[src/rtl/ecc_log_pkg.sv]
package ecc_log_pkg;
   localparam int LOG_W    = 64;
   localparam int COL_FW   = 16;
   localparam int COL_LSB  = 48;
   localparam int ROW_FW   = 16;
   localparam int ROW_LSB  = 32;
   localparam int BANK_FW  = 3;
   localparam int BANK_LSB = 29;
   localparam int RANK_FW  = 2;
   localparam int RANK_LSB = 27;
   localparam int SYND_FW  = 8;
   localparam int SYND_LSB = 16;
   localparam int UE_BIT   = 1;
   localparam int CE_BIT   = 0;

   typedef struct packed {
      logic [COL_FW-1:0]  col;
      logic [ROW_FW-1:0]  row;
      logic [BANK_FW-1:0] bank;
      logic [RANK_FW-1:0] rank;
      logic [SYND_FW-1:0] synd;
   } err_loc_t;
endpackage

[src/rtl/ecc_log_zext.sv]
module ecc_log_zext #(
   parameter int IW = 8,
   parameter int OW = 8
) (
   input  logic [IW-1:0] din,
   output logic [OW-1:0] dout
);
   if (IW < 1 || IW > OW) begin : g_bad_width
      $error("ecc_log_zext: input width %0d does not fit field width %0d", IW, OW);
      assign dout = '0;
   end else if (IW == OW) begin : g_direct
      assign dout = din;
   end else begin : g_pad
      assign dout = {{(OW-IW){1'b0}}, din};
   end
endmodule

[src/rtl/ecc_log_ctrl.sv]
module ecc_log_ctrl (
   input  logic clk,
   input  logic por_n,
   input  logic ce_in,
   input  logic ue_in,
   input  logic ce_clr,
   input  logic ue_clr,
   output logic ce_sts,
   output logic ue_sts,
   output logic load
);
   logic ue_open;
   logic ce_open;

   // A lock counts as released when its clear lands in the same cycle.
   assign ue_open = ~ue_sts | ue_clr;
   assign ce_open = ~ce_sts | ce_clr;
   assign load    = (ue_in & ue_open) | (ce_in & ce_open & ue_open);

   always_ff @(posedge clk or negedge por_n) begin
      if (!por_n) begin
         ce_sts <= 1'b0;
         ue_sts <= 1'b0;
      end else begin
         ce_sts <= ce_in | (ce_sts & ~ce_clr);
         ue_sts <= ue_in | (ue_sts & ~ue_clr);
      end
   end

   a_r2_ue_sets: assert property (@(posedge clk) disable iff (!por_n)
      ue_in |=> ue_sts);
   a_r4_ce_sets: assert property (@(posedge clk) disable iff (!por_n)
      ce_in |=> ce_sts);
   a_r7_ce_clears: assert property (@(posedge clk) disable iff (!por_n)
      (ce_clr && !ce_in) |=> !ce_sts);
   a_r7_ue_clears: assert property (@(posedge clk) disable iff (!por_n)
      (ue_clr && !ue_in) |=> !ue_sts);
   a_r7_ce_kept_by_ue_clr: assert property (@(posedge clk) disable iff (!por_n)
      (ce_sts && !ce_clr) |=> ce_sts);
   a_r9_both_set: assert property (@(posedge clk) disable iff (!por_n)
      (ce_in && ue_in) |=> (ce_sts && ue_sts));
endmodule

[src/rtl/ecc_log_store.sv]
module ecc_log_store
   import ecc_log_pkg::*;
(
   input  logic     clk,
   input  logic     por_n,
   input  logic     load,
   input  err_loc_t loc_in,
   output err_loc_t loc_q
);
   always_ff @(posedge clk or negedge por_n) begin
      if (!por_n) begin
         loc_q <= '0;
      end else if (load) begin
         loc_q <= loc_in;
      end
   end

   a_r8_hold_without_load: assert property (@(posedge clk) disable iff (!por_n)
      !load |=> $stable(loc_q));
endmodule

[src/rtl/ecc_log_rdport.sv]
module ecc_log_rdport
   import ecc_log_pkg::*;
#(
   parameter bit RD_REG = 1'b1
) (
   input  logic             clk,
   input  logic             rst_n,
   input  logic             rd_en,
   input  err_loc_t         loc,
   input  logic             ce_sts,
   input  logic             ue_sts,
   output logic [LOG_W-1:0] rd_data
);
   logic [LOG_W-1:0] word;

   always_comb begin
      word = '0;
      word[COL_LSB  +: COL_FW]  = loc.col;
      word[ROW_LSB  +: ROW_FW]  = loc.row;
      word[BANK_LSB +: BANK_FW] = loc.bank;
      word[RANK_LSB +: RANK_FW] = loc.rank;
      word[SYND_LSB +: SYND_FW] = loc.synd;
      word[UE_BIT]              = ue_sts;
      word[CE_BIT]              = ce_sts;
   end

   if (RD_REG) begin : g_registered
      always_ff @(posedge clk or negedge rst_n) begin
         if (!rst_n) begin
            rd_data <= '0;
         end else if (rd_en) begin
            rd_data <= word;
         end
      end

      a_r12_read_loads: assert property (@(posedge clk) disable iff (!rst_n)
         rd_en |=> (rd_data == $past(word)));
      a_r12_read_holds: assert property (@(posedge clk) disable iff (!rst_n)
         !rd_en |=> $stable(rd_data));
   end else begin : g_direct
      assign rd_data = (rd_en && rst_n) ? word : '0;
   end
endmodule

[src/rtl/ecc_err_log.sv]
module ecc_err_log
   import ecc_log_pkg::*;
#(
   parameter int COL_W  = 16,
   parameter int ROW_W  = 16,
   parameter int BANK_W = 3,
   parameter int RANK_W = 2,
   parameter int SYND_W = 8,
   parameter bit RD_REG = 1'b1
) (
   input  logic              clk,
   input  logic              por_n,
   input  logic              core_rst_n,
   input  logic              ce_in,
   input  logic              ue_in,
   input  logic [COL_W-1:0]  err_col,
   input  logic [ROW_W-1:0]  err_row,
   input  logic [BANK_W-1:0] err_bank,
   input  logic [RANK_W-1:0] err_rank,
   input  logic [SYND_W-1:0] err_synd,
   input  logic              ce_clr,
   input  logic              ue_clr,
   input  logic              rd_en,
   output logic [LOG_W-1:0]  rd_data
);
   localparam int LOC_BITS = COL_FW + ROW_FW + BANK_FW + RANK_FW + SYND_FW;

   if (LOC_BITS != $bits(err_loc_t)) begin : g_bad_layout
      $error("ecc_err_log: field widths do not add up to the location record");
   end

   err_loc_t loc_in;
   err_loc_t loc_q;
   logic     ce_sts;
   logic     ue_sts;
   logic     load;
   logic     rd_rst_n;

   ecc_log_zext #(.IW(COL_W),  .OW(COL_FW))  u_zx_col  (.din(err_col),  .dout(loc_in.col));
   ecc_log_zext #(.IW(ROW_W),  .OW(ROW_FW))  u_zx_row  (.din(err_row),  .dout(loc_in.row));
   ecc_log_zext #(.IW(BANK_W), .OW(BANK_FW)) u_zx_bank (.din(err_bank), .dout(loc_in.bank));
   ecc_log_zext #(.IW(RANK_W), .OW(RANK_FW)) u_zx_rank (.din(err_rank), .dout(loc_in.rank));
   ecc_log_zext #(.IW(SYND_W), .OW(SYND_FW)) u_zx_synd (.din(err_synd), .dout(loc_in.synd));

   ecc_log_ctrl u_ctrl (
      .clk    (clk),
      .por_n  (por_n),
      .ce_in  (ce_in),
      .ue_in  (ue_in),
      .ce_clr (ce_clr),
      .ue_clr (ue_clr),
      .ce_sts (ce_sts),
      .ue_sts (ue_sts),
      .load   (load)
   );

   ecc_log_store u_store (
      .clk    (clk),
      .por_n  (por_n),
      .load   (load),
      .loc_in (loc_in),
      .loc_q  (loc_q)
   );

   // The log is sticky: only the read register sees the core reset.
   assign rd_rst_n = por_n & core_rst_n;

   ecc_log_rdport #(.RD_REG(RD_REG)) u_rdport (
      .clk     (clk),
      .rst_n   (rd_rst_n),
      .rd_en   (rd_en),
      .loc     (loc_q),
      .ce_sts  (ce_sts),
      .ue_sts  (ue_sts),
      .rd_data (rd_data)
   );

   a_r3_ue_freeze: assert property (@(posedge clk) disable iff (!por_n)
      (ue_sts && !ue_clr) |=> $stable(loc_q));
   a_r5_ce_freeze: assert property (@(posedge clk) disable iff (!por_n)
      (ce_sts && !ce_clr && !ue_in) |=> $stable(loc_q));
   a_r6_ue_overwrite: assert property (@(posedge clk) disable iff (!por_n)
      (ue_in && !ue_sts) |=> (loc_q == $past(loc_in)));
   a_r10_ue_clr_race: assert property (@(posedge clk) disable iff (!por_n)
      (ue_in && ue_clr) |=> (ue_sts && loc_q == $past(loc_in)));
   a_r4_ce_capture: assert property (@(posedge clk) disable iff (!por_n)
      (ce_in && !ce_sts && !ue_sts) |=> (loc_q == $past(loc_in)));
endmodule

[config.mk]
export PLATFORM = sky130hd
export DESIGN_NAME = ecc_err_log
export DESIGN_NICKNAME = d
export VERILOG_FILES = /design/src/rtl/ecc_log_pkg.sv /design/src/rtl/ecc_log_zext.sv /design/src/rtl/ecc_log_ctrl.sv /design/src/rtl/ecc_log_store.sv /design/src/rtl/ecc_log_rdport.sv /design/src/rtl/ecc_err_log.sv
export SDC_FILE = /design/constraint.sdc
export NUM_CORES = 1
export LEC_CHECK = 0
export ABC_CLOCK_PERIOD_IN_PS = 2500
export CAP_MARGIN = 20
export CORE_MARGIN = 2
export CORE_UTILIZATION = 48
export CTS_CLUSTER_SIZE = 28
export DETAILED_ROUTE_END_ITERATION = 8
export HOLD_SLACK_MARGIN = 0.1
export PLACE_DENSITY = 0.91
export RECOVER_POWER = 100
export SLEW_MARGIN = 20
export SYNTH_ARGS = -nofsm -noshare
export SYNTH_HDL_FRONTEND = slang
export SYNTH_HIERARCHICAL = 1
export SYNTH_SLANG_ARGS = --single-unit
export TNS_END_PERCENT = 1
[constraint.sdc]
create_clock -name clk -period 2.5 [get_ports clk]
set_input_delay 0.5 -clock clk [delete_from_list [all_inputs] [get_ports clk]]
set_output_delay 0.5 -clock clk [all_outputs]
set_load 0.005 [all_outputs]
==> summary.txt <==
Stages on the worst setup path: 1
Leakage power: 2.11 nW
Maximum clock path buffer count: 2
Flops & latches, synth: 94
Drt drc: 0
Avg Cell Area, Syn: 16.2 µm²
Number of fill cells: 763
GRT Overall Usage: 0.147
CP Class: flop to primary output
Routed WL per cell: 16.1 µm
Routed wire length: 7.04 mm
Clock Tree Root: clkbuf_8
Max Fclk: 0.548 GHz
Setup TNS: 0 ns
Placement row count: 34
Pin count of the biggest net entering global routing: 48
WP data arrival: 1.33 ns
Maximum vdd ir drop: 342 µV
CTS tree: built
RR Startpoint: u_ctrl/ce_sts
Synthesis-to-finish area growth: 13.2%
First-pass GRT wire length: 11.2 mm
Starting Density: 0.495
Crit path buffers/inverters: 1
Clock Power Share: 0.268
Total grt overflow: 0
Status: finished, final reports clean
Initial antenna violation count: 0
Part of the power in combinational logic: 0.199
Vias per std cell: 4.68
Core Box Area: 8720 µm²
Worst path cell trace: dlygate4sd3_1
Sequential element share of the synthesized area: 0.544
Clock Sinks: 94
Reg-to-Reg End: u_store/loc_q[17]
Crit path time final: 1.83 ns
N_diodes: 0
Worst setup startpoint: u_rdport/rd_data[63]
Share of layout cells above drive strength 1: 0.155
Sequential power share: 0.534
Die Y: 98.9 µm
Period utilization: 0.730
Crit path capture type: primary output
Clock latency on the worst-skew pair: 0.34 ns
Max-slew violations: 0
Die width: 98.9 µm
Synth unique cells: 15
Slew at the pin closest to its max-slew limit: 1.30 ns
Post_cts resized: 0
Layout net count: 379
# H-tree levels: 3
CTS Hold Bufs: 0
Mapped Cells: 267
First-pass iteration count of the detailed router: 3
Cell family with most CP delay: buffers and inverters
Die area: 9780 µm²
Critical Path RT: 2.00 ns
Port Buffers: 99
Critical Path Start Type: flop
Antenna-violating nets left: 0
Slew Limit Headroom: 0.137
Max incr delay on CP: 0.60 ns
Pwr/cell area: 742 nW/µm²
Clock transition at path regs: 0.09 ns
Final setup fails: 0
Psw: 0.904 mW
Worst R2R Path Depth: 4
Most frequent cells in the layout: dfrtp_1 (94), mux2_1 (66), dlygate4sd3_1 (50), clkdlybuf4s50_1 (47), mux2_2 (22)
Max_cap viols: 0
Min-delay worst type: primary input to async pin
Number of synthesis warnings: 6
Vias: 2,052
CP max stage cell: dlygate4sd3_1
DPL Wire Length: 4.80 mm
RSZ-0062 raised after global routing: false
Final hold vios: 0
CP max FO: 2
Mapped Area: 4320 µm²
Hold_ws: 0.302 ns
Ports: 117
Num CTS Buffers: 9
Clock Skew: 0.0100 ns
DR iter-0 viols: 29
Commonest non-fill, non-tap cell in the layout: dfrtp_1
Vias in the first global route: 2,126
Int Power: 2.72 mW
Post-layout util: 0.561
RePlAce Congestion: 0.702
Reg-to-reg slack, setup: 0.89 ns
Sw Ratio: 0.249
Power, Total: 3.63 mW
Post-CTS setup buffers: 0
-- power groups by stage --
stage	Clock, mW	Sequential [mW]	Combinational, mW
3_3_place_gp	0	1.98	0.947
5_1_grt	1.07	1.97	0.782
2_1_floorplan	0	1.96	0.568
3_5_place_dp	0	1.99	0.972
6_report	0.972	1.94	0.720
4_1_cts	0.999	1.97	0.975
-- cells in the mapped netlist --
library cell / instances / share of area
a211oi_2: 1 / 0.0029
a21o_1: 1 / 0.0017
a21o_2: 1 / 0.0020
and2_1: 1 / 0.0014
buf_12: 4 / 0.019
buf_2: 1 / 0.0012
buf_4: 62 / 0.11
buf_6: 5 / 0.013
conb_1: 1 / 0.00087
dfrtp_1: 94 / 0.54
inv_1: 2 / 0.0017
mux2_2: 22 / 0.057
mux2_4: 70 / 0.24
nor2_1: 1 / 0.00087
nor3b_2: 1 / 0.0029
-- flip-flops by register name, indices dropped and copies added (netlist names) --
| signal | flops |
|---|---|
| u_rdport/rd_data | 47 |
| u_ctrl/ue_sts | 1 |
| u_ctrl/ce_sts | 1 |
| u_store/loc_q | 45 |
-- stage by stage --
| stage | worst slack, ns | instances | cell area [µm²] |
|---|---|---|---|
| floorplan | 0.599 | 283 | 4380 |
| global route | 0.487 | 438 | 4890 |
| CTS | 0.710 | 438 | 5170 |
| detailed placement | 0.324 | 423 | 4990 |
| global placement | 0.373 | 423 | 4990 |
| finish | 0.674 | 438 | 4890 |
-- how the worst max path moves through the flow --
stage                                 to
global placement       u_store/loc_q[10]
detailed placement      u_store/loc_q[9]
CTS                    u_store/loc_q[10]
floorplan            u_rdport/rd_data[0]
global route        u_rdport/rd_data[40]
finish                       rd_data[63]
-- metal layers --
metal,vias up,share of wire,global-route usage
li1,938,-,-
met1,1036,0.47,0.211
met2,70,0.47,0.218
met3,8,0.055,0.0475
met4,0,0.010,0.0348
met5,-,0,0
-- area by class of cell --
type | count | area [µm²] | area share
Clock buffer | 9 | 124 | 0.0253
Clock inverter | 6 | 63.8 | 0.0130
Inverter | 2 | 7.51 | 0.00153
Multi-Input combinational cell | 115 | 1170 | 0.240
Sequential cell | 94 | 2350 | 0.481
Tap cell | 108 | 135 | 0.0276
Timing Repair Buffer | 104 | 1030 | 0.212
-- kinds of logic after synthesis --
family	Yosys count	synth area share
simple gates	3	0.00521
other cells	1	0.000868
mux	92	0.301
compound gates	3	0.00666
flops	94	0.544
buf+inv	74	0.142
No activity file was read; power rests on OpenSTA's default activity.
